$ cat config.mk
export PLATFORM = sky130hd
export DESIGN_NAME = csb_sequencer
export DESIGN_NICKNAME = d
export VERILOG_FILES = /design/src/rtl/csb_pkg.sv /design/src/rtl/csb_qualifier.sv /design/src/rtl/csb_position.sv /design/src/rtl/csb_cbit_gen.sv /design/src/rtl/csb_sequencer.sv
export SDC_FILE = /design/constraint.sdc
export NUM_CORES = 1
export LEC_CHECK = 0
export BUFFER_PORTS_ARGS = -buffer_cell sky130_fd_sc_hd__buf_2
export CAP_MARGIN = 40
export CORE_ASPECT_RATIO = 1.1
export CORE_UTILIZATION = 56
export CTS_CLUSTER_DIAMETER = 50
export DETAILED_ROUTE_END_ITERATION = 8
export GPL_TIMING_DRIVEN = 0
export PLACE_DENSITY_LB_ADDON = 0.1
export SYNTH_ARGS = -nofsm -noshare
export SYNTH_HDL_FRONTEND = slang
export SYNTH_SLANG_ARGS = --single-unit
export TNS_END_PERCENT = 30
$ cat constraint.sdc
create_clock -name clk_i -period 2.75 [get_ports clk_i]
set_input_delay 0 -clock clk_i [delete_from_list [all_inputs] [get_ports clk_i]]
set_output_delay 0 -clock clk_i [all_outputs]
set_load 0.03 [all_outputs]
$ cat src/rtl/csb_pkg.sv
`timescale 1ns/1ps
package csb_pkg;
   // channel status bit positions used in pin mode
   localparam int unsigned CS_PRO_BIT  = 0;
   localparam int unsigned CS_COPY_BIT = 2;
   localparam int unsigned CS_EMPH_LSB = 3;
   localparam int unsigned CS_GEN_BIT  = 15;
   // emphasis code, element 0 lands on CS_EMPH_LSB
   localparam logic [2:0]  CS_EMPH_5015 = 3'b001;

   typedef struct packed {
      logic copy;
      logic orig;
      logic emph_n;
   } csb_pins_t;

   function automatic logic csb_pin_bit(input int unsigned k, input csb_pins_t p);
      logic b;
      case (k)
         CS_PRO_BIT:      b = 1'b0;
         CS_COPY_BIT:     b = p.copy;
         CS_EMPH_LSB:     b = ~p.emph_n & CS_EMPH_5015[0];
         CS_EMPH_LSB + 1: b = ~p.emph_n & CS_EMPH_5015[1];
         CS_EMPH_LSB + 2: b = ~p.emph_n & CS_EMPH_5015[2];
         CS_GEN_BIT:      b = p.orig;
         default:         b = 1'b0;
      endcase
      return b;
   endfunction
endpackage

$ cat src/rtl/csb_qualifier.sv
`timescale 1ns/1ps
module csb_qualifier #(
   parameter int unsigned QUAL_CLKS = 3
) (
   input  logic clk_i,
   input  logic rst_ni,
   input  logic en_i,
   input  logic level_i,
   input  logic stb_i,
   output logic force_o
);
   logic hit;
   logic pend_q;

   generate
      if (QUAL_CLKS == 1) begin : g_edge
         logic prev_q;
         always_ff @(posedge clk_i or negedge rst_ni) begin
            if (!rst_ni) prev_q <= 1'b0;
            else         prev_q <= en_i & level_i;
         end
         assign hit = en_i & level_i & ~prev_q;
      end else begin : g_count
         localparam int unsigned CW = $clog2(QUAL_CLKS + 1);
         localparam logic [CW-1:0] RUN_MAX = CW'(QUAL_CLKS);
         localparam logic [CW-1:0] RUN_ARM = CW'(QUAL_CLKS - 1);
         logic [CW-1:0] run_q;
         always_ff @(posedge clk_i or negedge rst_ni) begin
            if (!rst_ni)                 run_q <= '0;
            else if (!(en_i && level_i)) run_q <= '0;
            else if (run_q != RUN_MAX)   run_q <= run_q + 1'b1;
         end
         assign hit = en_i & level_i & (run_q == RUN_ARM);
      end
   endgenerate

   always_ff @(posedge clk_i or negedge rst_ni) begin
      if (!rst_ni)    pend_q <= 1'b0;
      else if (stb_i) pend_q <= 1'b0;
      else if (hit)   pend_q <= 1'b1;
   end

   assign force_o = pend_q | hit;
endmodule

$ cat src/rtl/csb_position.sv
`timescale 1ns/1ps
module csb_position #(
   parameter int unsigned FRAMES_PER_BLK = 192,
   localparam int unsigned SUBFRAMES = 2 * FRAMES_PER_BLK,
   localparam int unsigned SW = $clog2(SUBFRAMES)
) (
   input  logic          clk_i,
   input  logic          rst_ni,
   input  logic          stb_i,
   input  logic          force_i,
   output logic [SW-1:0] next_idx_o
);
   localparam logic [SW-1:0] LAST = SW'(SUBFRAMES - 1);

   logic [SW-1:0] idx_q;
   logic          started_q;

   always_comb begin
      if (!started_q || force_i) next_idx_o = '0;
      else if (idx_q == LAST)    next_idx_o = '0;
      else                       next_idx_o = idx_q + 1'b1;
   end

   always_ff @(posedge clk_i or negedge rst_ni) begin
      if (!rst_ni) begin
         idx_q     <= '0;
         started_q <= 1'b0;
      end else if (stb_i) begin
         idx_q     <= next_idx_o;
         started_q <= 1'b1;
      end
   end
endmodule

$ cat src/rtl/csb_cbit_gen.sv
`timescale 1ns/1ps
module csb_cbit_gen
   import csb_pkg::*;
#(
   parameter int unsigned SW = 9
) (
   input  logic          clk_i,
   input  logic          rst_ni,
   input  logic          stb_i,
   input  logic          direct_i,
   input  csb_pins_t     pins_i,
   input  logic [SW-1:0] next_idx_i,
   output logic          cbit_o,
   output logic          first_o
);
   logic [SW-2:0] frame_idx;
   logic          pin_bit;

   assign frame_idx = next_idx_i[SW-1:1];
   assign pin_bit   = csb_pin_bit(int'(frame_idx), pins_i);

   always_ff @(posedge clk_i or negedge rst_ni) begin
      if (!rst_ni) begin
         cbit_o  <= 1'b0;
         first_o <= 1'b0;
      end else if (stb_i) begin
         cbit_o  <= direct_i ? pins_i.copy : pin_bit;
         first_o <= (next_idx_i == '0);
      end
   end
endmodule

$ cat src/rtl/csb_sequencer.sv
`timescale 1ns/1ps
module csb_sequencer
   import csb_pkg::*;
#(
   parameter int unsigned FRAMES_PER_BLK = 192,
   parameter int unsigned QUAL_CLKS      = 3
) (
   input  logic clk_i,
   input  logic rst_ni,
   input  logic sub_stb_i,
   input  logic direct_mode_i,
   input  logic copy_c_i,
   input  logic orig_i,
   input  logic emph_ni,
   input  logic blk_dir_i,
   input  logic blk_start_i,
   output logic cbit_o,
   output logic blk_start_o,
   output logic blk_start_oe_o
);
   localparam int unsigned SW = $clog2(2 * FRAMES_PER_BLK);

   generate
      if (FRAMES_PER_BLK <= CS_GEN_BIT) begin : g_bad_frames
         $error("FRAMES_PER_BLK must exceed the highest pin-driven bit index");
      end
      if (QUAL_CLKS < 1) begin : g_bad_qual
         $error("QUAL_CLKS must be at least 1");
      end
   endgenerate

   logic          force_start;
   logic [SW-1:0] next_idx;
   csb_pins_t     pins;

   assign pins.copy   = copy_c_i;
   assign pins.orig   = orig_i;
   assign pins.emph_n = emph_ni;

   csb_qualifier #(.QUAL_CLKS(QUAL_CLKS)) u_qual (
      .clk_i   (clk_i),
      .rst_ni  (rst_ni),
      .en_i    (~blk_dir_i),
      .level_i (blk_start_i),
      .stb_i   (sub_stb_i),
      .force_o (force_start)
   );

   csb_position #(.FRAMES_PER_BLK(FRAMES_PER_BLK)) u_pos (
      .clk_i      (clk_i),
      .rst_ni     (rst_ni),
      .stb_i      (sub_stb_i),
      .force_i    (force_start),
      .next_idx_o (next_idx)
   );

   csb_cbit_gen #(.SW(SW)) u_gen (
      .clk_i      (clk_i),
      .rst_ni     (rst_ni),
      .stb_i      (sub_stb_i),
      .direct_i   (direct_mode_i),
      .pins_i     (pins),
      .next_idx_i (next_idx),
      .cbit_o     (cbit_o),
      .first_o    (blk_start_o)
   );

   assign blk_start_oe_o = blk_dir_i;
endmodule

==> results of run 1 <==
-- power groups by stage --
stage / Clock [mW] / Combinational (mW) / Sequential, mW
global placement: 0 / 0.345 / 0.291
floorplan: 0 / 0.262 / 0.308
CTS: 0.131 / 0.352 / 0.290
detailed placement: 0 / 0.349 / 0.294
global route: 0.141 / 0.392 / 0.296
finish: 0.126 / 0.355 / 0.290
-- worst max-delay path, stage by stage (launching register included) --
cell and delay [ns]:
dfrtp_1 0.44, ha_1 0.17, buf_2 0.18, nand4_2 0.16, nor4b_1 0.51, nor2_1 0.13, a221o_1 0.33, a2bb2oi_1 0.14
-- logic make-up after synthesis --
kind of cell / after synthesis
muxes: 1
adders and majority gates: 3
AOI/OAI and AO/OA: 28
xor gates and xnor gates: 5
DFF: 15
buffers and inverters: 15
and+or+nand+nor: 50
-- cell usage after synthesis (2+ instances only) --
cell type   n
nor4_1      2
buf_4       4
nand3_1     6
a211oi_1    2
a2111oi_0   2
nand2b_1    2
nor3_1      3
dfrtp_1    15
nand2_1     9
clkbuf_1    2
buf_2       2
xnor2_1     4
nand4_1     3
o21ai_0    13
or2_2       2
a21oi_1     2
inv_1       7
ha_1        3
nor2_1     10
-- registers in the layout, summed over array words and instances, names as in the netlist --
register              count
u_qual.pend_q             1
u_pos.started_q           1
u_gen.cbit_o              1
u_gen.first_o             1
u_qual.g_count.run_q      2
u_pos.idx_q               9
-- per-layer routing --
layer  GRT usage, %  part of all wire, %  vias up
met5              0                    0        -
met4           9.38                  1.2        0
met3           3.46                  4.1        4
met2           41.5                   47       28
met1           30.8                   48      422
li1               -                    -      455
-- final cells by class --
| type | instances | area [um^2] | share of cell area [%] |
|---|---|---|---|
| multi-input cells | 87 | 571 | 50.4 |
| flip-flops and latches | 15 | 375 | 33.1 |
| inverters | 7 | 26.3 | 2.32 |
| repair buffers | 12 | 65.1 | 5.75 |
| plain buffers | 8 | 47.5 | 4.20 |
| well taps | 17 | 21.3 | 1.88 |
| clock buffers | 4 | 26.3 | 2.32 |
-- worst paths after layout --
path / start / to / slack [ns]
setup / recovery: u_pos.idx_q[1]$_DFFE_PN0P_ / u_gen.cbit_o$_DFFE_PN0P_ / 0.62
hold / removal: blk_start_i / u_qual.g_count.run_q[1]$_DFFE_PN0P_ / 0.009
setup reg to reg: u_pos.idx_q[1]$_DFFE_PN0P_ / u_gen.cbit_o$_DFFE_PN0P_ / 0.62
hold reg to reg: u_pos.started_q$_DFFE_PN0P_ / u_pos.started_q$_DFFE_PN0P_ / 0.55
max in group asynchronous: rst_ni / u_qual.pend_q$_DFFE_PN0P_ / 2.34
min in group asynchronous: rst_ni / u_pos.idx_q[5]$_DFFE_PN0P_ / 0.14
-- through the flow --
| stage | util, % | instances |
|---|---|---|
| floorplan | - | 117 |
| finish | 69.3 | 150 |
| CTS | 69.3 | 150 |
| global route | 69.3 | 150 |
| detailed placement | 67.1 | 145 |
| global placement | 67.1 | 145 |
==> results.toml, run 1 <==
[placed_design]
hpwl_um = 1600
gp_congestion = 0.999
dp_slack_ns = 0.664
dpl_cell_area_mm2 = 0.00110
port_buffers = 11

[cts]
cts_tree = "yes"
clk_latency_ns = 0.28
clk_pin_slew_ns = 0.09
cts_sinks = 15
cts-root-buf = "clkbuf_4"
ctsResizeCount = 0
hold_buffers = 1
htree_levels = 1
numCtsBuffers = 3
clockBufferDepth = 2
postCtsSetupBuffers = 0

[die]
initial_core_util_pct = 62.5
die_w_um = 42.7
dieArea_mm2 = 0.00200
fp-row-count = 15
fp.dieH_um = 46.8
ios = 12
coreArea_mm2 = 0.00163

[power_and_ir_drop]
intPower_uw = 471
pwr-share-comb_pct = 46.0
pwr-share-seq_pct = 37.6
power_leakage_nw = 0.517
swShare_pct = 38.9
peakVddDrop_v = 0.000404
p_sw_uw = 300
pwr-share-clk_pct = 16.3
p_per_area_mw_per_mm2 = 681
fin_total_pwr_uw = 771

[setup_path]
start_kind = "flop"
arrival_ns = 2.34
r2r_cells = 7
crit_type = "reg -> reg"
cp_max_fo = 8
crit_required_ns = 2.96
endpoint_kind = "flop"

[synth]
yosysWarnings = 0
ys_seq_area_share_pct = 36.8
synthSimpleGateAreaFrac_pct = 28.8
synth.area.top_cells = "dfrtp_1 37%, o21ai_0 6.4%, ha_1 3.7%, nor2_1 3.7%, xnor2_1 3.4%"
postSynthAreaPerCell_um2 = 8.72
synth_top_family_by_area = "simple AND/OR/NAND/NOR gates"
synth_flop_cell = "dfrtp_1"
ys_types = 43
synthesis.instances = 117
synth_compound_area_share_pct = 18.2
synthXorXnorAreaFrac_pct = 4.29
netlist_area_mm2 = 0.00102
async_flop_share_pct = 100
synth-adder-area-share_pct = 3.68
yosysTopAreaCellShare_pct = 36.8
synth_nets = 129
ys_ff_latch = 15
synth_edf_count = 0
synth_mux_area_share_pct = 0.982
yosysTopAreaCell = "dfrtp_1"

[routing]
viasPerCell = 6.06
wl_per_cell_um = 14.2
ant_nets = 0
drc = 0
drtIter0Drc = 21
drt_wl_total_um = 2140
num_vias = 909
drtPass1Iterations = 4

[layout]
stdcell_area_mm2 = 0.00113
drive_above_1_share_pct = 20.3
nFillCells = 139
final_nets = 146
n_antenna_cell = 0
final_cell_mix = "15 x dfrtp_1, 13 x buf_2, 13 x o21ai_0, 10 x nor2_1, 9 x nand2_1"
final_common_cell = "dfrtp_1"
syn_to_final_growth_pct = 11.0

[timing]
grt_setup_unrepaired = "no"
finalHoldViolations = 0
hold_slack_ns = 0.00884
fin_crit_ns = 2.13
fin_crit_sh_pct = 77.6
timing.fmax_mhz = 469
relSlewSlack_pct = 64.0
setup_viol = 0
tns_ns = 0
worst_slew_pin_slew_ns = 0.533
report.final.slew_viol_count = 0
skew_ns = 0.00332
setup_ws_ns = 0.616

[min_path]
worstHoldPathCells = 3
hold_path_class = "in -> reg"

[global_routing]
grt_pass1_vias = 803
grt-ovfl-total = 0
grt_pass1_wl_um = 3510
grt_max_degree = 16
antenna_found_initial = 0
grt_usage_pct = 24.0

[flow_run]
drv_cap = 0

[status]
outcome = "finished clean"
Power figures use the tool's default switching activity.
==> run 2: changes to the inputs <==
==> constraint.sdc (replaced) <==
create_clock -name clk_i -period 2.1 [get_ports clk_i]
set_input_delay 0 -clock clk_i [delete_from_list [all_inputs] [get_ports clk_i]]
set_output_delay 0 -clock clk_i [all_outputs]
set_load 0.03 [all_outputs]
==> run 2 against run 1 <==
Compared with the run above:
- count of clock-buffer cells in the layout unchanged
- sequential power grew 31%
- global-route usage up 0.58 points
- sequential cell count did not move
- non-clock buffer count grew 1
- die area did not move
- total power up 34%
- the flow now finishes with violations (negative setup slack)
- clock skew barely moved
==> results.toml, run 2 (synthesis results as in run 1) <==
[min_path]
worstHoldPathCells = 3
hp-start = "blk_start_i"
hold_end = "u_qual.g_count.run_q[1]$_DFFE_PN0P_"
hold_path_class = "in -> reg"

[setup_path]
critPathSlowestCell = "or3_4"
cp_max_fo = 8
start_kind = "flop"
r2r_start = "u_qual.g_count.run_q[0]$_DFFE_PN0P_"
crit_required_ns = 2.28
setup.worst_path.start = "u_qual.g_count.run_q[0]$_DFFE_PN0P_"
crit_type = "reg -> reg"
endpoint_kind = "flop"
r2r_cells = 7
arrival_ns = 2.29
max_stage_delay_ns = 0.42
reg2reg_to = "u_gen.first_o$_DFFE_PN0P_"
rrSetupSlack_ns = -0.02
cp_cell_sequence = "inv_1, ha_1, and3b_1, or3b_4, buf_6, or3_4, o221a_1"

[die]
dieArea_mm2 = 0.00200
fp.dieH_um = 46.8
fp-row-count = 15
die_w_um = 42.7
ios = 12
coreArea_mm2 = 0.00163
initial_core_util_pct = 62.5

[status]
outcome = "finished with violations"
violations = "negative setup slack"

[timing]
tns_ns = -0.0168
skew_ns = 0.00289
setup_ws_ns = -0.0168
timing.fmax_mhz = 472
worst_slew_pin_slew_ns = 0.409
fin_crit_ns = 2.12
report.final.slew_viol_count = 0
relSlewSlack_pct = 72.7
fin_crit_sh_pct = 101
finalHoldViolations = 0
grt_setup_unrepaired = "yes"
setup_viol = 1

[global_routing]
met2_usage_pct = 42.1
grt-ovfl-total = 0
grt_max_degree = 16
grt_usage_pct = 24.6
grt_pass1_wl_um = 3570
use_met3_pct = 3.46
antenna_found_initial = 0
grt_use_met1_pct = 31.3
grt_pass1_vias = 815
grt-busiest-layer = "met2"

[routing]
drc = 0
num_vias = 941
wl_per_cell_um = 14.9
drtPass1Iterations = 4
viasPerCell = 6.23
drtIter0Drc = 24
ant_nets = 0
drt_wl_total_um = 2250

[flow_run]
drv_cap = 0

[placed_design]
dp_slack_ns = 0.0135
gp_congestion = 0.999
port_buffers = 11
hpwl_um = 1600

[cts]
numCtsBuffers = 3
cts-root-buf = "clkbuf_4"
htree_levels = 1
clk_latency_ns = 0.28
cts_tree = "yes"
clk_pin_slew_ns = 0.09
clockBufferDepth = 2
cts_sinks = 15

[layout]
drive_above_1_share_pct = 23.1
final_common_cell = "dfrtp_1"
final_nets = 147
n_antenna_cell = 0
reg_top3 = "u_pos.idx_q x9, u_qual.g_count.run_q x2"
largest_register = "u_pos.idx_q"
syn_to_final_growth_pct = 14.0
final_core_util_pct = 71.2
nFillCells = 135
largest_register_ff_count = 9
final_cell_mix = "15 x dfrtp_1, 13 x o21ai_0, 12 x buf_2, 10 x nor2_1, 9 x nand2_1"

[power_and_ir_drop]
power_leakage_nw = 0.521
peakVddDrop_v = 0.000534
p_per_area_mw_per_mm2 = 889
run 2: stage by stage:
step / hold slack [ns] / cell area [um^2] / total power, mW / cells
finish: 0.00850 / 1160 / 1.03 / 151
floorplan: -0.296 / 1020 / 0.747 / 117
global placement: -0.0821 / 1100 / 0.834 / 145
global route: 0.0135 / 1160 / 1.11 / 151
detailed placement: -0.0748 / 1100 / 0.842 / 145
CTS: 0.00654 / 1140 / 1.02 / 150
run 2: power by group:
group / leakage [nW] / switching [mW] / internal (mW)
registers: 0.194 / 0.0355 / 0.345
clock network: 0.0150 / 0.0913 / 0.0738
logic: 0.312 / 0.281 / 0.206
run 2: timing repair:
item	in CTS	in global routing
hold endpoints to repair	15	0
resized for setup	3	4
setup buffers	0	1
hold buffers	1	0
endpoints found under the setup margin	2	5
pin swaps	0	1
cloned	0	0
run 2: worst max path at each step:
| stage | endpoint | slack [ns] | cells past startpoint |
|---|---|---|---|
| 4_1_cts | u_gen.first_o$_DFFE_PN0P_ | -0.005 | 7 |
| 3_5_place_dp | u_gen.cbit_o$_DFFE_PN0P_ | 0.01 | 7 |
| 5_1_grt | u_gen.first_o$_DFFE_PN0P_ | -0.07 | 7 |
| 3_3_place_gp | u_gen.first_o$_DFFE_PN0P_ | 0.01 | 7 |
| 2_1_floorplan | u_gen.first_o$_DFFE_PN0P_ | 0.15 | 7 |
| 6_report | u_gen.first_o$_DFFE_PN0P_ | -0.02 | 7 |
run 2: critical path, delay by kind of cell, from the launching register on:
| family | cells | cell delay [ns] |
|---|---|---|
| compound gates | 1 | 0.24 |
| fa+ha+maj | 1 | 0.18 |
| buf+inv | 2 | 0.20 |
| flops | 1 | 0.40 |
| simple gates | 3 | 0.99 |
run 2: cell type report:
| type | instances | area, um^2 | area share (%) |
|---|---|---|---|
| timing repair buffer | 13 | 72.6 | 6.24 |
| clock buffer | 4 | 26.3 | 2.26 |
| buffer | 8 | 53.8 | 4.63 |
| sequential | 15 | 375 | 32.3 |
| inverter | 7 | 26.3 | 2.26 |
| tap | 17 | 21.3 | 1.83 |
| multi-input combinational | 87 | 587 | 50.5 |
run 2: routing by layer:
metal	wire (um)	part of all wire [%]	vias up
met3	119	5.3	4
met5	0	0	-
met1	1060	47	439
li1	-	-	455
met2	1050	47	43
met4	25	1.1	0
